<file path="config.mk">
export PLATFORM = sky130hd
export DESIGN_NAME = cmt_event_timer
export DESIGN_NICKNAME = d
export VERILOG_FILES = /design/src/rtl/cmt_pkg.sv /design/src/rtl/cmt_prescaler.sv /design/src/rtl/cmt_counter.sv /design/src/rtl/cmt_regs.sv /design/src/rtl/cmt_event_timer.sv
export SDC_FILE = /design/constraint.sdc
export NUM_CORES = 1
export LEC_CHECK = 0
export BUFFER_PORTS_ARGS = -buffer_cell sky130_fd_sc_hd__buf_2
export CAP_MARGIN = 20
export CORE_MARGIN = 2
export CORE_UTILIZATION = 40
export CTS_CLUSTER_SIZE = 20
export DETAILED_ROUTE_END_ITERATION = 6
export GPL_TIMING_DRIVEN = 0
export PLACE_DENSITY_LB_ADDON = 0.2
export SLEW_MARGIN = 15
export SYNTH_ARGS = -nofsm -noshare
export SYNTH_HDL_FRONTEND = slang
export SYNTH_SLANG_ARGS = --single-unit
</file>
<file path="constraint.sdc">
create_clock -name clk -period 2.45 [get_ports clk]
set_input_delay 0.245 -clock clk [delete_from_list [all_inputs] [get_ports clk]]
set_output_delay 0.245 -clock clk [all_outputs]
set_load 0.03 [all_outputs]
</file>
<file path="src/rtl/cmt_pkg.sv">
`timescale 1ns/1ps
package cmt_pkg;
  localparam int ADDR_W = 3;

  localparam logic [ADDR_W-1:0] A_MODE = 3'd0;
  localparam logic [ADDR_W-1:0] A_CMP  = 3'd1;
  localparam logic [ADDR_W-1:0] A_CMD  = 3'd2;
  localparam logic [ADDR_W-1:0] A_IEN  = 3'd3;
  localparam logic [ADDR_W-1:0] A_IDIS = 3'd4;
  localparam logic [ADDR_W-1:0] A_MASK = 3'd5;
  localparam logic [ADDR_W-1:0] A_STAT = 3'd6;
  localparam logic [ADDR_W-1:0] A_CNT  = 3'd7;

  localparam int CMD_EN   = 0;
  localparam int CMD_DIS  = 1;
  localparam int CMD_TRIG = 2;

  localparam int ST_MATCH = 0;
  localparam int ST_RUN   = 1;

  localparam int NUM_TAPS = 4;
  localparam logic [2:0] SEL_SLOW = 3'd4;

  typedef struct packed {
    logic       stop;
    logic       auto_rst;
    logic       wave;
    logic [2:0] sel;
  } mode_t;

  localparam int MODE_W = $bits(mode_t);
endpackage

</file>
<file path="src/rtl/cmt_prescaler.sv">
`timescale 1ns/1ps
module cmt_prescaler
  import cmt_pkg::*;
#(
  parameter int TAPS = NUM_TAPS
) (
  input  logic       clk,
  input  logic       rst,
  input  logic       restart,
  input  logic [2:0] sel,
  input  logic       slow_tick,
  output logic       tick
);
  localparam int PRE_W = 2 * TAPS - 1;
  localparam int IDX_W = $clog2(TAPS);

  logic [PRE_W-1:0] pre;
  logic [TAPS-1:0]  tap_hit;

  always_ff @(posedge clk) begin
    if (rst || restart) pre <= '0;
    else                pre <= pre + PRE_W'(1);
  end

  for (genvar g = 0; g < TAPS; g++) begin : g_tap
    assign tap_hit[g] = &pre[2*g:0];
  end

  always_comb begin
    tick = 1'b0;
    if (sel == SEL_SLOW)       tick = slow_tick;
    else if (sel < 3'(TAPS))   tick = tap_hit[sel[IDX_W-1:0]];
  end

  p_restart_phase_r10: assert property (@(posedge clk) disable iff (rst)
    restart |=> (pre == '0));
endmodule

</file>
<file path="src/rtl/cmt_counter.sv">
`timescale 1ns/1ps
module cmt_counter
  import cmt_pkg::*;
#(
  parameter int W = 16
) (
  input  logic         clk,
  input  logic         rst,
  input  logic         cmd_en,
  input  logic         cmd_dis,
  input  logic         cmd_trig,
  input  mode_t        mode,
  input  logic [W-1:0] cmp,
  input  logic         tick,
  output logic [W-1:0] count,
  output logic         running,
  output logic         hit
);
  logic         cmd_any, adv, at_cmp, wrap_now;
  logic [W-1:0] inc;

  assign cmd_any  = cmd_en | cmd_dis | cmd_trig;
  assign adv      = running & mode.wave & tick & ~cmd_any;
  assign at_cmp   = (count == cmp);
  assign inc      = count + W'(1);
  assign wrap_now = mode.auto_rst & at_cmp;
  assign hit      = adv & ~wrap_now & (inc == cmp);

  always_ff @(posedge clk) begin
    if (rst) begin
      count   <= '0;
      running <= 1'b0;
    end else begin
      if (cmd_dis)     running <= 1'b0;
      else if (cmd_en) running <= 1'b1;

      if (cmd_trig) begin
        count <= '0;
      end else if (adv) begin
        count <= wrap_now ? '0 : inc;
        if (hit && mode.stop) running <= 1'b0;
      end
    end
  end

  p_oneshot_halts_r5: assert property (@(posedge clk) disable iff (rst)
    (hit && mode.stop) |=> !running);
  p_reload_zero_r4: assert property (@(posedge clk) disable iff (rst)
    (adv && mode.auto_rst && at_cmp) |=> (count == '0));
  p_frozen_when_off_r9: assert property (@(posedge clk) disable iff (rst)
    (!running && !cmd_trig) |=> (count == $past(count)));
  p_start_clears_r10: assert property (@(posedge clk) disable iff (rst)
    cmd_trig |=> (count == '0));
endmodule

</file>
<file path="src/rtl/cmt_regs.sv">
`timescale 1ns/1ps
module cmt_regs
  import cmt_pkg::*;
#(
  parameter int W      = 16,
  parameter int DATA_W = 32
) (
  input  logic              clk,
  input  logic              rst,
  input  logic              bus_wr,
  input  logic              bus_rd,
  input  logic [ADDR_W-1:0] bus_addr,
  input  logic [DATA_W-1:0] bus_wdata,
  output logic [DATA_W-1:0] bus_rdata,
  input  logic [W-1:0]      count,
  input  logic              running,
  input  logic              hit,
  output mode_t             mode,
  output logic [W-1:0]      cmp,
  output logic              cmd_en,
  output logic              cmd_dis,
  output logic              cmd_trig,
  output logic              irq
);
  logic              mask_q, flag_q;
  logic              wr_cmd, wr_ien, wr_idis, rd_stat;
  logic [DATA_W-1:0] rd_mux, mode_ext, cmp_ext, cnt_ext;
  logic              unused_wdata;

  assign unused_wdata = ^bus_wdata;

  assign wr_cmd   = bus_wr && (bus_addr == A_CMD);
  assign wr_ien   = bus_wr && (bus_addr == A_IEN);
  assign wr_idis  = bus_wr && (bus_addr == A_IDIS);
  assign rd_stat  = bus_rd && (bus_addr == A_STAT);
  assign cmd_en   = wr_cmd && bus_wdata[CMD_EN];
  assign cmd_dis  = wr_cmd && bus_wdata[CMD_DIS];
  assign cmd_trig = wr_cmd && bus_wdata[CMD_TRIG];

  always_ff @(posedge clk) begin
    if (rst) begin
      mode      <= '0;
      cmp       <= '0;
      mask_q    <= 1'b0;
      flag_q    <= 1'b0;
      irq       <= 1'b0;
      bus_rdata <= '0;
    end else begin
      if (bus_wr && bus_addr == A_MODE) mode <= mode_t'(bus_wdata[MODE_W-1:0]);
      if (bus_wr && bus_addr == A_CMP)  cmp  <= bus_wdata[W-1:0];

      if (wr_idis && bus_wdata[ST_MATCH])     mask_q <= 1'b0;
      else if (wr_ien && bus_wdata[ST_MATCH]) mask_q <= 1'b1;

      if (hit)          flag_q <= 1'b1;
      else if (rd_stat) flag_q <= 1'b0;

      irq <= flag_q & mask_q;

      if (bus_rd) bus_rdata <= rd_mux;
    end
  end

  always_comb begin
    mode_ext = '0;
    mode_ext[MODE_W-1:0] = mode;
    cmp_ext = '0;
    cmp_ext[W-1:0] = cmp;
    cnt_ext = '0;
    cnt_ext[W-1:0] = count;
    rd_mux = '0;
    case (bus_addr)
      A_MODE: rd_mux = mode_ext;
      A_CMP:  rd_mux = cmp_ext;
      A_MASK: rd_mux[ST_MATCH] = mask_q;
      A_STAT: begin
        rd_mux[ST_MATCH] = flag_q;
        rd_mux[ST_RUN]   = running;
      end
      A_CNT:  rd_mux = cnt_ext;
      default: rd_mux = '0;
    endcase
  end

  p_flag_on_match_r6: assert property (@(posedge clk) disable iff (rst)
    hit |=> flag_q);
  p_flag_read_clear_r6: assert property (@(posedge clk) disable iff (rst)
    (rd_stat && !hit) |=> !flag_q);
  p_disable_masks_r8: assert property (@(posedge clk) disable iff (rst)
    (wr_idis && bus_wdata[ST_MATCH]) |=> !mask_q);
  p_dis_beats_en_r9: assert property (@(posedge clk) disable iff (rst)
    cmd_dis |=> !running);
endmodule

</file>
<file path="src/rtl/cmt_event_timer.sv">
`timescale 1ns/1ps
module cmt_event_timer
  import cmt_pkg::*;
#(
  parameter int CNT_W  = 16,
  parameter int DATA_W = 32
) (
  input  logic              clk,
  input  logic              rst,
  input  logic              bus_wr,
  input  logic              bus_rd,
  input  logic [2:0]        bus_addr,
  input  logic [DATA_W-1:0] bus_wdata,
  output logic [DATA_W-1:0] bus_rdata,
  input  logic              slow_tick,
  output logic              irq
);
  mode_t            mode;
  logic [CNT_W-1:0] cmp, count;
  logic             cmd_en, cmd_dis, cmd_trig;
  logic             tick, running, hit;

  cmt_regs #(.W(CNT_W), .DATA_W(DATA_W)) u_regs (
    .clk(clk), .rst(rst),
    .bus_wr(bus_wr), .bus_rd(bus_rd), .bus_addr(bus_addr),
    .bus_wdata(bus_wdata), .bus_rdata(bus_rdata),
    .count(count), .running(running), .hit(hit),
    .mode(mode), .cmp(cmp),
    .cmd_en(cmd_en), .cmd_dis(cmd_dis), .cmd_trig(cmd_trig),
    .irq(irq)
  );

  cmt_prescaler #(.TAPS(NUM_TAPS)) u_pre (
    .clk(clk), .rst(rst), .restart(cmd_trig),
    .sel(mode.sel), .slow_tick(slow_tick), .tick(tick)
  );

  cmt_counter #(.W(CNT_W)) u_cnt (
    .clk(clk), .rst(rst),
    .cmd_en(cmd_en), .cmd_dis(cmd_dis), .cmd_trig(cmd_trig),
    .mode(mode), .cmp(cmp), .tick(tick),
    .count(count), .running(running), .hit(hit)
  );
endmodule

</file>
==> reports/qor.csv, run 1 <==
stage,metric,value,unit
sta,Final Hold Viols,0,
clock_network,H-Tree Depth,3,
critical_path,Setup CP Type,reg2reg,
synthesis,sequential element share of the synthesized area,35.3,%
power_and_ir_drop,leakage,0.00169,µW
final_layout,antenna cell count,0,
synthesis,Synth warnings,0,
grt,total grt overflow,0,
synthesis,Post-Synthesis Cells,455,
critical_path,cell mode on critical path,buf_6,
floorplanning,Core Rows,35,
floorplanning,total die area,0.0100,mm²
sta,Setup WS post-layout,0.152,ns
drt,vias,3469,
run,max_cap viols,0,
drt,wire per inst,16.0,µm
floorplanning,Starting Density,40.5,%
critical_path,"slowest stage delay, CP",0.65,ns
placed_design,number of cells after detailed placement,619,
clock_network,CTS max path bufs,2,
drt,DRT antenna net count,0,
floorplanning,Ports,73,
clock_network,CTS tree,built,
grt,initial antenna violation count,0,
sta,setup TNS,0,ns
final_layout,Finished Layout Cells,635,
synthesis,ys flop type,dfxtp_1,
placed_design,DP HPWL,7710,µm
final_layout,"Area growth, synth to finish",17.9,%
synthesis,Syn Area/Cell,8.11,µm²
sta,Final Max Slew Viols,0,
final_layout,Post-layout nets,563,
synthesis,Synth Cell Area,0.00369,mm²
critical_path,Worst Path Arrival,2.54,ns
sta,relative slew slack,54.1,%
clock_network,TritonCTS buffer count,9,
power_and_ir_drop,Tot Pwr,2470,µW
min_path,worst min path class,in2reg,
sta,Final Skew,0.00410,ns
drt,DRC,0,
clock_network,Clock Latency Late Sink,0.35,ns
drt,1st-iter DRT viols,235,
critical_path,Worst Path Required,2.70,ns
drt,TritonRoute pass-1 iters,7,
sta,# setup viols final,0,
clock_network,hold_buf cts,0,
synthesis,"flops & latches, synth",65,
sta,period utilization,93.8,%
sta,fmax,435,MHz
final_layout,"Design Area, Final",0.00435,mm²
placed_design,Routability Congestion,0.912,
floorplanning,die width,100,µm
placed_design,# port buffers,38,
clock_network,clk sinks,65,
grt,global-route wire length before repair,16700,µm
synthesis,asr flop ratio synth,0,%
critical_path,slowest CP cell,nor4_1,
clock_network,CTS Root Buffer Type,clkbuf_8,
sta,RSZ-0062 raised after global routing,no,
synthesis,Cell variety after synth,62,
floorplanning,die height,100,µm
sta,worst slew pin tran,0.682,ns
outcome,status,"finished, final reports clean",
grt,pin count of the biggest net entering global routing,14,
critical_path,Critical Path End Type,flip-flop,
drt,WL final,10200,µm
critical_path,CP max FO,10,
drt,via/cell ratio,5.46,
power_and_ir_drop,pwr/cell area,568,mW/mm²
grt,vias in the first global route,3300,
power_and_ir_drop,peak supply drop,0.462,mV
final_layout,share of layout cells above drive strength 1,18.9,%
placed_design,"worst slack, placed",0.00971,ns
placed_design,placed inst area,0.00408,mm²
critical_path,"Critical Path, Cell by Cell",buf_6 > xnor2_1 > nand4_1 > nor4_1 > a21oi_2 > buf_6 > a32o_1,
sta,fin crit period,2.30,ns
synthesis,Post-synth EDFFs,0,
clock_network,"CTS clk-pin slew, worst paths",0.08,ns
floorplanning,core area,0.00911,mm²
critical_path,CP Launch Type,flip-flop,
grt,gr usage total,21.2,%
[final timing paths]
kind	from	to	slack [ns]	cells after the start
min reg2reg	u_pre.pre[0]$_SDFF_PP0_	u_pre.pre[0]$_SDFF_PP0_	0.48	1
min	bus_wdata[9]	u_regs.cmp[9]$_SDFFE_PP0P_	0.13	3
max reg2reg	u_cnt.count[6]$_SDFFE_PP0N_	u_cnt.count[5]$_SDFFE_PP0N_	0.15	7
max	u_cnt.count[6]$_SDFFE_PP0N_	u_cnt.count[5]$_SDFFE_PP0N_	0.15	7
[through the flow]
stage	hold slack [ns]	util (%)
4_1_cts	0.121	47.6
6_report	0.126	47.8
3_3_place_gp	0.452	44.8
2_1_floorplan	0.356	-
3_5_place_dp	0.461	44.8
5_1_grt	0.124	47.8
[registers in the layout (all words and copies together) (netlist names)]
register and flops:
u_cnt.count 16, u_regs.bus_rdata 16, u_regs.cmp 16, u_pre.pre 7
u_regs.mode 6, u_cnt.running 1, u_regs.flag_q 1, u_regs.irq 1
u_regs.mask_q 1
[logic make-up (layout without fill, tap and decap cells)]
logic type	count (synthesis)	count (layout)	synth area share, %
AND/OR/NAND/NOR	175	175	24.5
AO/OA/AOI/OAI	116	116	20.6
flip-flops	65	65	35.3
buffers and inverters	53	107	8.00
XOR/XNOR	27	27	6.41
multiplexers	14	14	3.80
adder cells (fa/ha/maj)	4	4	1.36
other	1	16	0.102
[cells in the mapped netlist, types with 5 or more instances]
library cell | number | area, µm²
dfxtp_1 | 65 | 1300
nor2_1 | 39 | 146
buf_4 | 16 | 120
xnor2_1 | 15 | 131
nor4_1 | 5 | 31.3
nand4_1 | 6 | 37.5
nor3_1 | 7 | 35.0
mux2i_1 | 14 | 140
and3_1 | 5 | 31.3
nand2_1 | 56 | 210
clkbuf_1 | 19 | 71.3
nor3b_1 | 5 | 37.5
o21ai_0 | 24 | 120
inv_1 | 8 | 30.0
and2_1 | 5 | 31.3
nor2b_1 | 14 | 87.6
buf_2 | 5 | 25.0
a22o_1 | 8 | 70.1
a32o_1 | 8 | 80.1
a21oi_1 | 43 | 215
xor2_1 | 12 | 105
nand3_1 | 11 | 55.1
[worst max-delay path, delay by kind of cell (launching register included)]
kind	cells	cell delay, ns
AO/OA/AOI/OAI	2	0.41
XOR/XNOR	1	0.30
buffers and inverters	2	0.33
flip-flops	1	0.31
AND/OR/NAND/NOR	2	0.84
[where the power goes]
part / internal [µW] / switching (µW)
Clock: 687 / 476
Sequential: 1070 / 13.5
Combinational: 74.9 / 153
[layout make-up]
cell class                      count  area, µm²
Multi-Input combinational cell    352       2180
Inverter                            8       30.0
Clock buffer                        9        124
Fill cell                         937       4760
Tap cell                          111        139
Timing Repair Buffer               38        190
Clock inverter                      7        124
Buffer                             45        265
Sequential cell                    65       1300
[layout by cell type (no fill, tap or decap), types with 6 or more instances in the layout]
cell	instances
dfxtp_1	63
o21ai_0	24
buf_4	16
nor2_1	39
a32o_1	8
xnor2_1	15
buf_2	43
nor2b_1	14
inv_1	8
nand2_1	56
xor2_1	12
nor3_1	6
nand3_1	10
a21oi_1	43
clkbuf_8	9
clkbuf_1	19
a22o_1	8
mux2i_1	14
conb_1	16
nand4_1	6
[routing by layer]
layer / vias up / routed length [µm] / GRT usage (%)
met5: - / 0 / 0
met4: 0 / 89 / 6.95
met3: 11 / 487 / 3.41
met2: 113 / 4850 / 34.4
met1: 1640 / 4750 / 28.8
li1: 1705 / - / -
[timing repair]
action                                  CTS  global route
setup buffers                             0             0
hold endpoints to repair                  0             0
endpoints found under the setup margin    1            13
gates resized for setup                   2             5
cloned                                    0             0
(Power assumes the default switching activity.)
==> run 2, diff against run 1 <==
- PLACE_DENSITY: unset -> 0.58
- PLACE_DENSITY_LB_ADDON: 0.2 -> unset
==> reports/qor.csv, run 2 (same netlist as run 1, synthesis figures left out) <==
stage,metric,value,unit,change
critical_path,Critical Path End Type,flip-flop,,unchanged
grt,total grt overflow,0,,unchanged
sta,fmax,432,MHz,was 435 MHz
final_layout,FF/Latch Area,0.00130,mm²,about the same
clock_network,Clock Latency Late Sink,0.35,ns,about the same
critical_path,Worst Path Arrival,2.57,ns,was 2.54 ns
drt,met2 routed WL,4870,µm,was 4850 µm
drt,1st-iter DRT viols,234,,was 235
final_layout,biggest regs,"u_cnt.count x16, u_regs.bus_rdata x16, u_regs.cmp x16",,unchanged
drt,top routing layer in use,met4,,unchanged
floorplanning,die height,100,µm,unchanged
drt,wire per inst,16.0,µm,about the same
sta,# setup viols final,0,,unchanged
critical_path,"slowest stage delay, CP",0.48,ns,was 0.65 ns
final_layout,fillers,916,,was 937
final_layout,antenna cell count,0,,unchanged
floorplanning,core area,0.00911,mm²,unchanged
power_and_ir_drop,pwr/cell area,529,mW/mm²,was 568 mW/mm²
grt,initial antenna violation count,0,,unchanged
final_layout,"commonest cells after routing, fill and taps aside","dfxtp_1, nand2_1, buf_2, a21oi_1, nor2_1",,unchanged
critical_path,critical path startpoint,u_cnt.count[3]$_SDFFE_PP0N_,,was u_cnt.count[6]$_SDFFE_PP0N_
final_layout,Final Core Density,47.4,%,was 47.8%
grt,vias in the first global route,3288,,was 3300
power_and_ir_drop,leakage,0.00168,µW,was 0.00169 µW
drt,via/cell ratio,5.37,,was 5.46
min_path,worst min path class,in2reg,,unchanged
final_layout,share of layout cells above drive strength 1,18.7,%,was 18.9%
critical_path,Worst R2R Start,u_cnt.count[3]$_SDFFE_PP0N_,,was u_cnt.count[6]$_SDFFE_PP0N_
placed_design,Routability Congestion,0.910,,was 0.912
floorplanning,Starting Density,40.5,%,unchanged
floorplanning,die width,100,µm,unchanged
sta,period utilization,94.5,%,was 93.8%
sta,relative slew slack,55.8,%,was 54.1%
sta,fin crit period,2.31,ns,was 2.30 ns
critical_path,critical path endpoint,u_regs.flag_q$_SDFFE_PP0P_,,was u_cnt.count[5]$_SDFFE_PP0N_
drt,WL final,10200,µm,about the same
final_layout,Post-layout nets,563,,unchanged
min_path,hold path depth,3,,unchanged
clock_network,post-CTS setup buffers,0,,unchanged
critical_path,"Critical Path, Cell by Cell",buf_2 > nand4_1 > nor2_1 > nand2_1 > nor3_1 > nor4_1 > a31o_1,,was buf_6 > xnor2_1 > nand4_1 > nor4_1 > a21oi_2 > buf_6 > a32o_1
clock_network,clk sinks,65,,unchanged
clock_network,TritonCTS buffer count,9,,unchanged
sta,Final Skew,0.0159,ns,was 0.00410 ns
final_layout,"Area growth, synth to finish",16.9,%,was 17.9%
power_and_ir_drop,peak supply drop,0.298,mV,was 0.462 mV
critical_path,R2R setup slack,0.14,ns,was 0.15 ns
clock_network,CTS tree,built,,unchanged
critical_path,slowest CP cell,nor3_1,,was nor4_1
placed_design,placed inst area,0.00408,mm²,unchanged
floorplanning,Ports,73,,unchanged
clock_network,"CTS clk-pin slew, worst paths",0.08,ns,about the same
critical_path,CP max FO,7,,was 10
grt,global-route wire length before repair,16400,µm,was 16700 µm
critical_path,Setup CP Type,reg2reg,,unchanged
clock_network,H-Tree Depth,3,,unchanged
grt,gr usage total,20.9,%,was 21.2%
final_layout,"Design Area, Final",0.00432,mm²,was 0.00435 mm²
placed_design,# port buffers,38,,unchanged
sta,Final Hold Viols,0,,unchanged
drt,met3 WL,444,µm,was 487 µm
grt,pin count of the biggest net entering global routing,12,,was 14
sta,setup TNS,0,ns,unchanged
run,max_cap viols,0,,unchanged
sta,RSZ-0062 raised after global routing,no,,unchanged
critical_path,CP Launch Type,flip-flop,,unchanged
final_layout,area of the multi-input gates,0.00219,mm²,was 0.00218 mm²
drt,wl on met1,4750,µm,about the same
placed_design,DP HPWL,7740,µm,was 7710 µm
drt,DRT antenna net count,0,,unchanged
final_layout,"commonest non-fill, non-tap cell in the layout",dfxtp_1,,unchanged
outcome,status,"finished, final reports clean",,unchanged
sta,Final Max Slew Viols,0,,unchanged
drt,TritonRoute pass-1 iters,4,,was 7
floorplanning,total die area,0.0100,mm²,unchanged
floorplanning,Core Rows,35,,unchanged
sta,worst slew pin tran,0.661,ns,was 0.682 ns
clock_network,CTS max path bufs,2,,unchanged
drt,DRC,0,,unchanged
critical_path,Reg-to-Reg End,u_regs.flag_q$_SDFFE_PP0P_,,was u_cnt.count[5]$_SDFFE_PP0N_
clock_network,CTS Root Buffer Type,clkbuf_8,,unchanged
critical_path,Worst Path Required,2.70,ns,about the same
critical_path,R2R depth,7,,unchanged
drt,vias,3413,,was 3469
## run 2: cell type report
class,count,share of cell area [%]
well taps,111,3.22
clock inverters,5,1.25
clock buffers,11,3.51
repair buffers,38,4.41
flip-flops and latches,65,30.1
inverters,8,0.696
multi-input cells,352,50.6
plain buffers,45,6.14
## run 2: how the worst min path moves through the flow
stage | to | start
final | u_regs.cmp[9]$_SDFFE_PP0P_ | bus_wdata[9]
after global routing | u_regs.cmp[7]$_SDFFE_PP0P_ | bus_wdata[7]
after CTS | u_regs.cmp[9]$_SDFFE_PP0P_ | bus_wdata[9]
after detailed placement | u_pre.pre[0]$_SDFF_PP0_ | u_pre.pre[0]$_SDFF_PP0_
after global placement | u_pre.pre[0]$_SDFF_PP0_ | u_pre.pre[0]$_SDFF_PP0_
after floorplan | u_regs.mask_q$_SDFFE_PP0P_ | bus_addr[2]
## run 2: timing repair
item                       CTS  global route
setup endpoints to repair    2            13
hold buffers                 0             0
pin swaps                    0             1
gates resized for setup      3             3
## run 2: stage by stage
stage	cells	total power, µW	hold WS, ns	setup WS, ns
after floorplan	470	1270	0.356	0.476
after global placement	619	1330	0.452	-0.0361
final	635	2280	0.135	0.135
after CTS	635	2310	0.118	0.0235
after detailed placement	619	1330	0.461	-0.0175
after global routing	635	2360	0.136	0.00312
## run 2: critical path, delay by kind of cell (launching register included)
family	cells	cell delay (ns)
buffers and inverters	1	0.20
DFF	1	0.30
and+or+nand+nor	5	1.49
AOI/OAI and AO/OA	1	0.23
## run 2: power breakdown
part           internal (µW)  leakage [µW]  switching, µW  total [µW]
combinational           76.2       0.00105            153         229
clock                    522      0.000109            448         970
sequential              1070      0.000525           13.2        1080
## run 2: routing by layer
layer / global-route usage, % / vias up
li1: - / 1717
met2: 34.8 / 83
met3: 4.11 / 11
met1: 27.7 / 1602
met5: 0 / -
met4: 6.11 / 0
==> run 3, diff against run 2 <==
- clock period: 2.45 -> 2.75 ns (I/O delays scaled with it)
==> reports/qor.csv, run 3 (same netlist as run 1, synthesis figures left out) <==
stage,metric,value,unit,change
grt,pin count of the biggest net entering global routing,12,,unchanged
placed_design,# port buffers,38,,unchanged
final_layout,share of layout cells above drive strength 1,17.7,%,was 18.7%
floorplanning,Core Rows,35,,unchanged
grt,M3 GR Usage,4.18,%,was 4.11%
grt,global routing's busiest layer,met2,,unchanged
power_and_ir_drop,sw frac,26.9,%,about the same
drt,wire per inst,16.1,µm,was 16.0 µm
critical_path,R2R depth,7,,unchanged
final_layout,"commonest cells after routing, fill and taps aside","dfxtp_1, nand2_1, buf_2, a21oi_1, nor2_1",,unchanged
floorplanning,Ports,73,,unchanged
critical_path,CP Launch Type,flip-flop,,unchanged
clock_network,H-Tree Depth,3,,unchanged
sta,fmax,379,MHz,was 432 MHz
floorplanning,total die area,0.0100,mm²,unchanged
critical_path,"Critical Path, Cell by Cell",ha_1 > nand3_1 > a311o_1 > o21ai_0 > o21ai_0 > nor4_1 > a31oi_1,,was buf_2 > nand4_1 > nor2_1 > nand2_1 > nor3_1 > nor4_1 > a31o_1
drt,vias,3420,,was 3413
power_and_ir_drop,clock power share,42.5,%,about the same
critical_path,Critical Path End Type,flip-flop,,unchanged
power_and_ir_drop,peak supply drop,0.264,mV,was 0.298 mV
placed_design,Routability Congestion,0.910,,unchanged
drt,TritonRoute pass-1 iters,5,,was 4
sta,RSZ-0062 raised after global routing,no,,unchanged
sta,fin crit period,2.64,ns,was 2.31 ns
clock_network,TritonCTS buffer count,9,,unchanged
power_and_ir_drop,NetSw,545,µW,was 614 µW
clock_network,CTS max path bufs,2,,unchanged
drt,via/cell ratio,5.39,,was 5.37
power_and_ir_drop,pwr/cell area,474,mW/mm²,was 529 mW/mm²
final_layout,biggest regs,"u_cnt.count x16, u_regs.bus_rdata x16, u_regs.cmp x16",,unchanged
clock_network,clk sinks,65,,unchanged
drt,DRT antenna net count,0,,unchanged
final_layout,"Design Area, Final",0.00429,mm²,was 0.00432 mm²
critical_path,Setup CP Type,reg2reg,,unchanged
clock_network,CTS tree,built,,unchanged
min_path,hold path startpoint,bus_wdata[9],,unchanged
critical_path,critical path buffer and inverter count,0,,was 1
critical_path,CP top delay family,simple AND/OR/NAND/NOR gates,,unchanged
min_path,hold path depth,3,,unchanged
final_layout,antenna cell count,0,,unchanged
sta,Final Hold Viols,0,,unchanged
grt,initial antenna violation count,0,,unchanged
grt,global-route wire length before repair,16300,µm,was 16400 µm
final_layout,Post-layout nets,563,,unchanged
clock_network,cts repair resizes,0,,was 3
grt,routing usage on met1,27.6,%,was 27.7%
critical_path,R2R setup slack,0.11,ns,was 0.14 ns
drt,DRC,0,,unchanged
placed_design,placed inst area,0.00408,mm²,unchanged
critical_path,cell mode on critical path,o21ai_0,,
power_and_ir_drop,Seq pwr share,47.5,%,about the same
min_path,worst min path class,in2reg,,unchanged
min_path,Hold Path End,u_regs.cmp[9]$_SDFFE_PP0P_,,unchanged
floorplanning,die height,100,µm,unchanged
final_layout,Final Core Density,47.1,%,was 47.4%
sta,Final Skew,0.0153,ns,was 0.0159 ns
critical_path,CP max FO,8,,was 7
clock_network,post-CTS setup buffers,0,,unchanged
outcome,status,"finished, final reports clean",,unchanged
power_and_ir_drop,Tot Pwr,2030,µW,was 2280 µW
power_and_ir_drop,leakage,0.00168,µW,about the same
critical_path,slowest CP cell,nor4_1,,was nor3_1
critical_path,Worst Path Required,2.96,ns,was 2.70 ns
floorplanning,die width,100,µm,unchanged
sta,relative slew slack,50.9,%,was 55.8%
final_layout,"Area growth, synth to finish",16.1,%,was 16.9%
grt,total grt overflow,0,,unchanged
floorplanning,core area,0.00911,mm²,unchanged
placed_design,DP HPWL,7740,µm,unchanged
grt,M2 GR Usage,34.7,%,was 34.8%
floorplanning,Starting Density,40.5,%,unchanged
placed_design,"worst slack, placed",0.283,ns,was -0.0175 ns
power_and_ir_drop,Comb power frac,9.9,%,was 10.0%
clock_network,CTS Root Buffer Type,clkbuf_8,,unchanged
critical_path,Worst R2R Start,u_cnt.count[0]$_SDFFE_PP0N_,,was u_cnt.count[3]$_SDFFE_PP0N_
sta,worst slew pin tran,0.730,ns,was 0.661 ns
run,max_cap viols,0,,unchanged
sta,Setup WS post-layout,0.110,ns,was 0.135 ns
sta,# setup viols final,0,,unchanged
drt,WL final,10200,µm,about the same
critical_path,critical path startpoint,u_cnt.count[0]$_SDFFE_PP0N_,,was u_cnt.count[3]$_SDFFE_PP0N_
critical_path,Reg-to-Reg End,u_cnt.running$_SDFF_PP0_,,was u_regs.flag_q$_SDFFE_PP0P_
sta,period utilization,96.0,%,was 94.5%
clock_network,"CTS clk-pin slew, worst paths",0.08,ns,about the same
grt,vias in the first global route,3274,,was 3288
final_layout,"commonest non-fill, non-tap cell in the layout",dfxtp_1,,unchanged
critical_path,Worst Path Arrival,2.85,ns,was 2.57 ns
drt,1st-iter DRT viols,198,,was 234
sta,setup TNS,0,ns,unchanged
power_and_ir_drop,Int Pwr,1490,µW,was 1670 µW
clock_network,hold_buf cts,0,,unchanged
critical_path,"slowest stage delay, CP",0.54,ns,was 0.48 ns
sta,Final Max Slew Viols,0,,unchanged
grt,gr usage total,20.9,%,about the same
clock_network,Clock Latency Late Sink,0.36,ns,was 0.35 ns
## run 3: worst max-delay path by stage
stage,endpoint,slack [ns],depth (start not counted)
after floorplan,u_cnt.count[2]$_SDFFE_PP0N_,0.78,7
after global placement,u_cnt.running$_SDFF_PP0_,0.26,7
after detailed placement,u_cnt.running$_SDFF_PP0_,0.28,7
after CTS,u_cnt.running$_SDFF_PP0_,0.25,7
after global routing,u_cnt.running$_SDFF_PP0_,0.04,7
final,u_cnt.running$_SDFF_PP0_,0.11,7
## run 3: power by group through the flow
stage	Combinational (µW)	Clock (µW)	Sequential, µW
2_1_floorplan	141	0	988
3_3_place_gp	198	0	987
3_5_place_dp	199	0	987
4_1_cts	200	892	965
5_1_grt	221	914	967
6_report	202	864	966
## run 3: cell type report
cell class | count | area, µm²
clock buffer | 11 | 151
clock inverter | 5 | 53.8
buffer | 45 | 265
fill | 922 | 4820
inverter | 8 | 30.0
multi-input combinational | 352 | 2160
tap | 111 | 139
sequential | 65 | 1300
timing repair buffer | 38 | 190
## run 3: metal layers
layer  wire length, µm  vias to the layer above
li1                  -                     1716
met1              4730                     1599
met2              4850                       89
met3               470                       16
met4               155                        0
met5                 0                        -
## run 3: worst min-delay path, stage by stage
cell     delay, ns
buf_2         0.09
nand2_1       0.05
a21oi_1       0.05
## run 3: metrics by stage
| step | cells | hold WS, ns |
|---|---|---|
| floorplan | 470 | 0.386 |
| global placement | 619 | 0.452 |
| detailed placement | 619 | 0.461 |
| CTS | 635 | 0.148 |
| global route | 635 | 0.166 |
| finish | 635 | 0.160 |
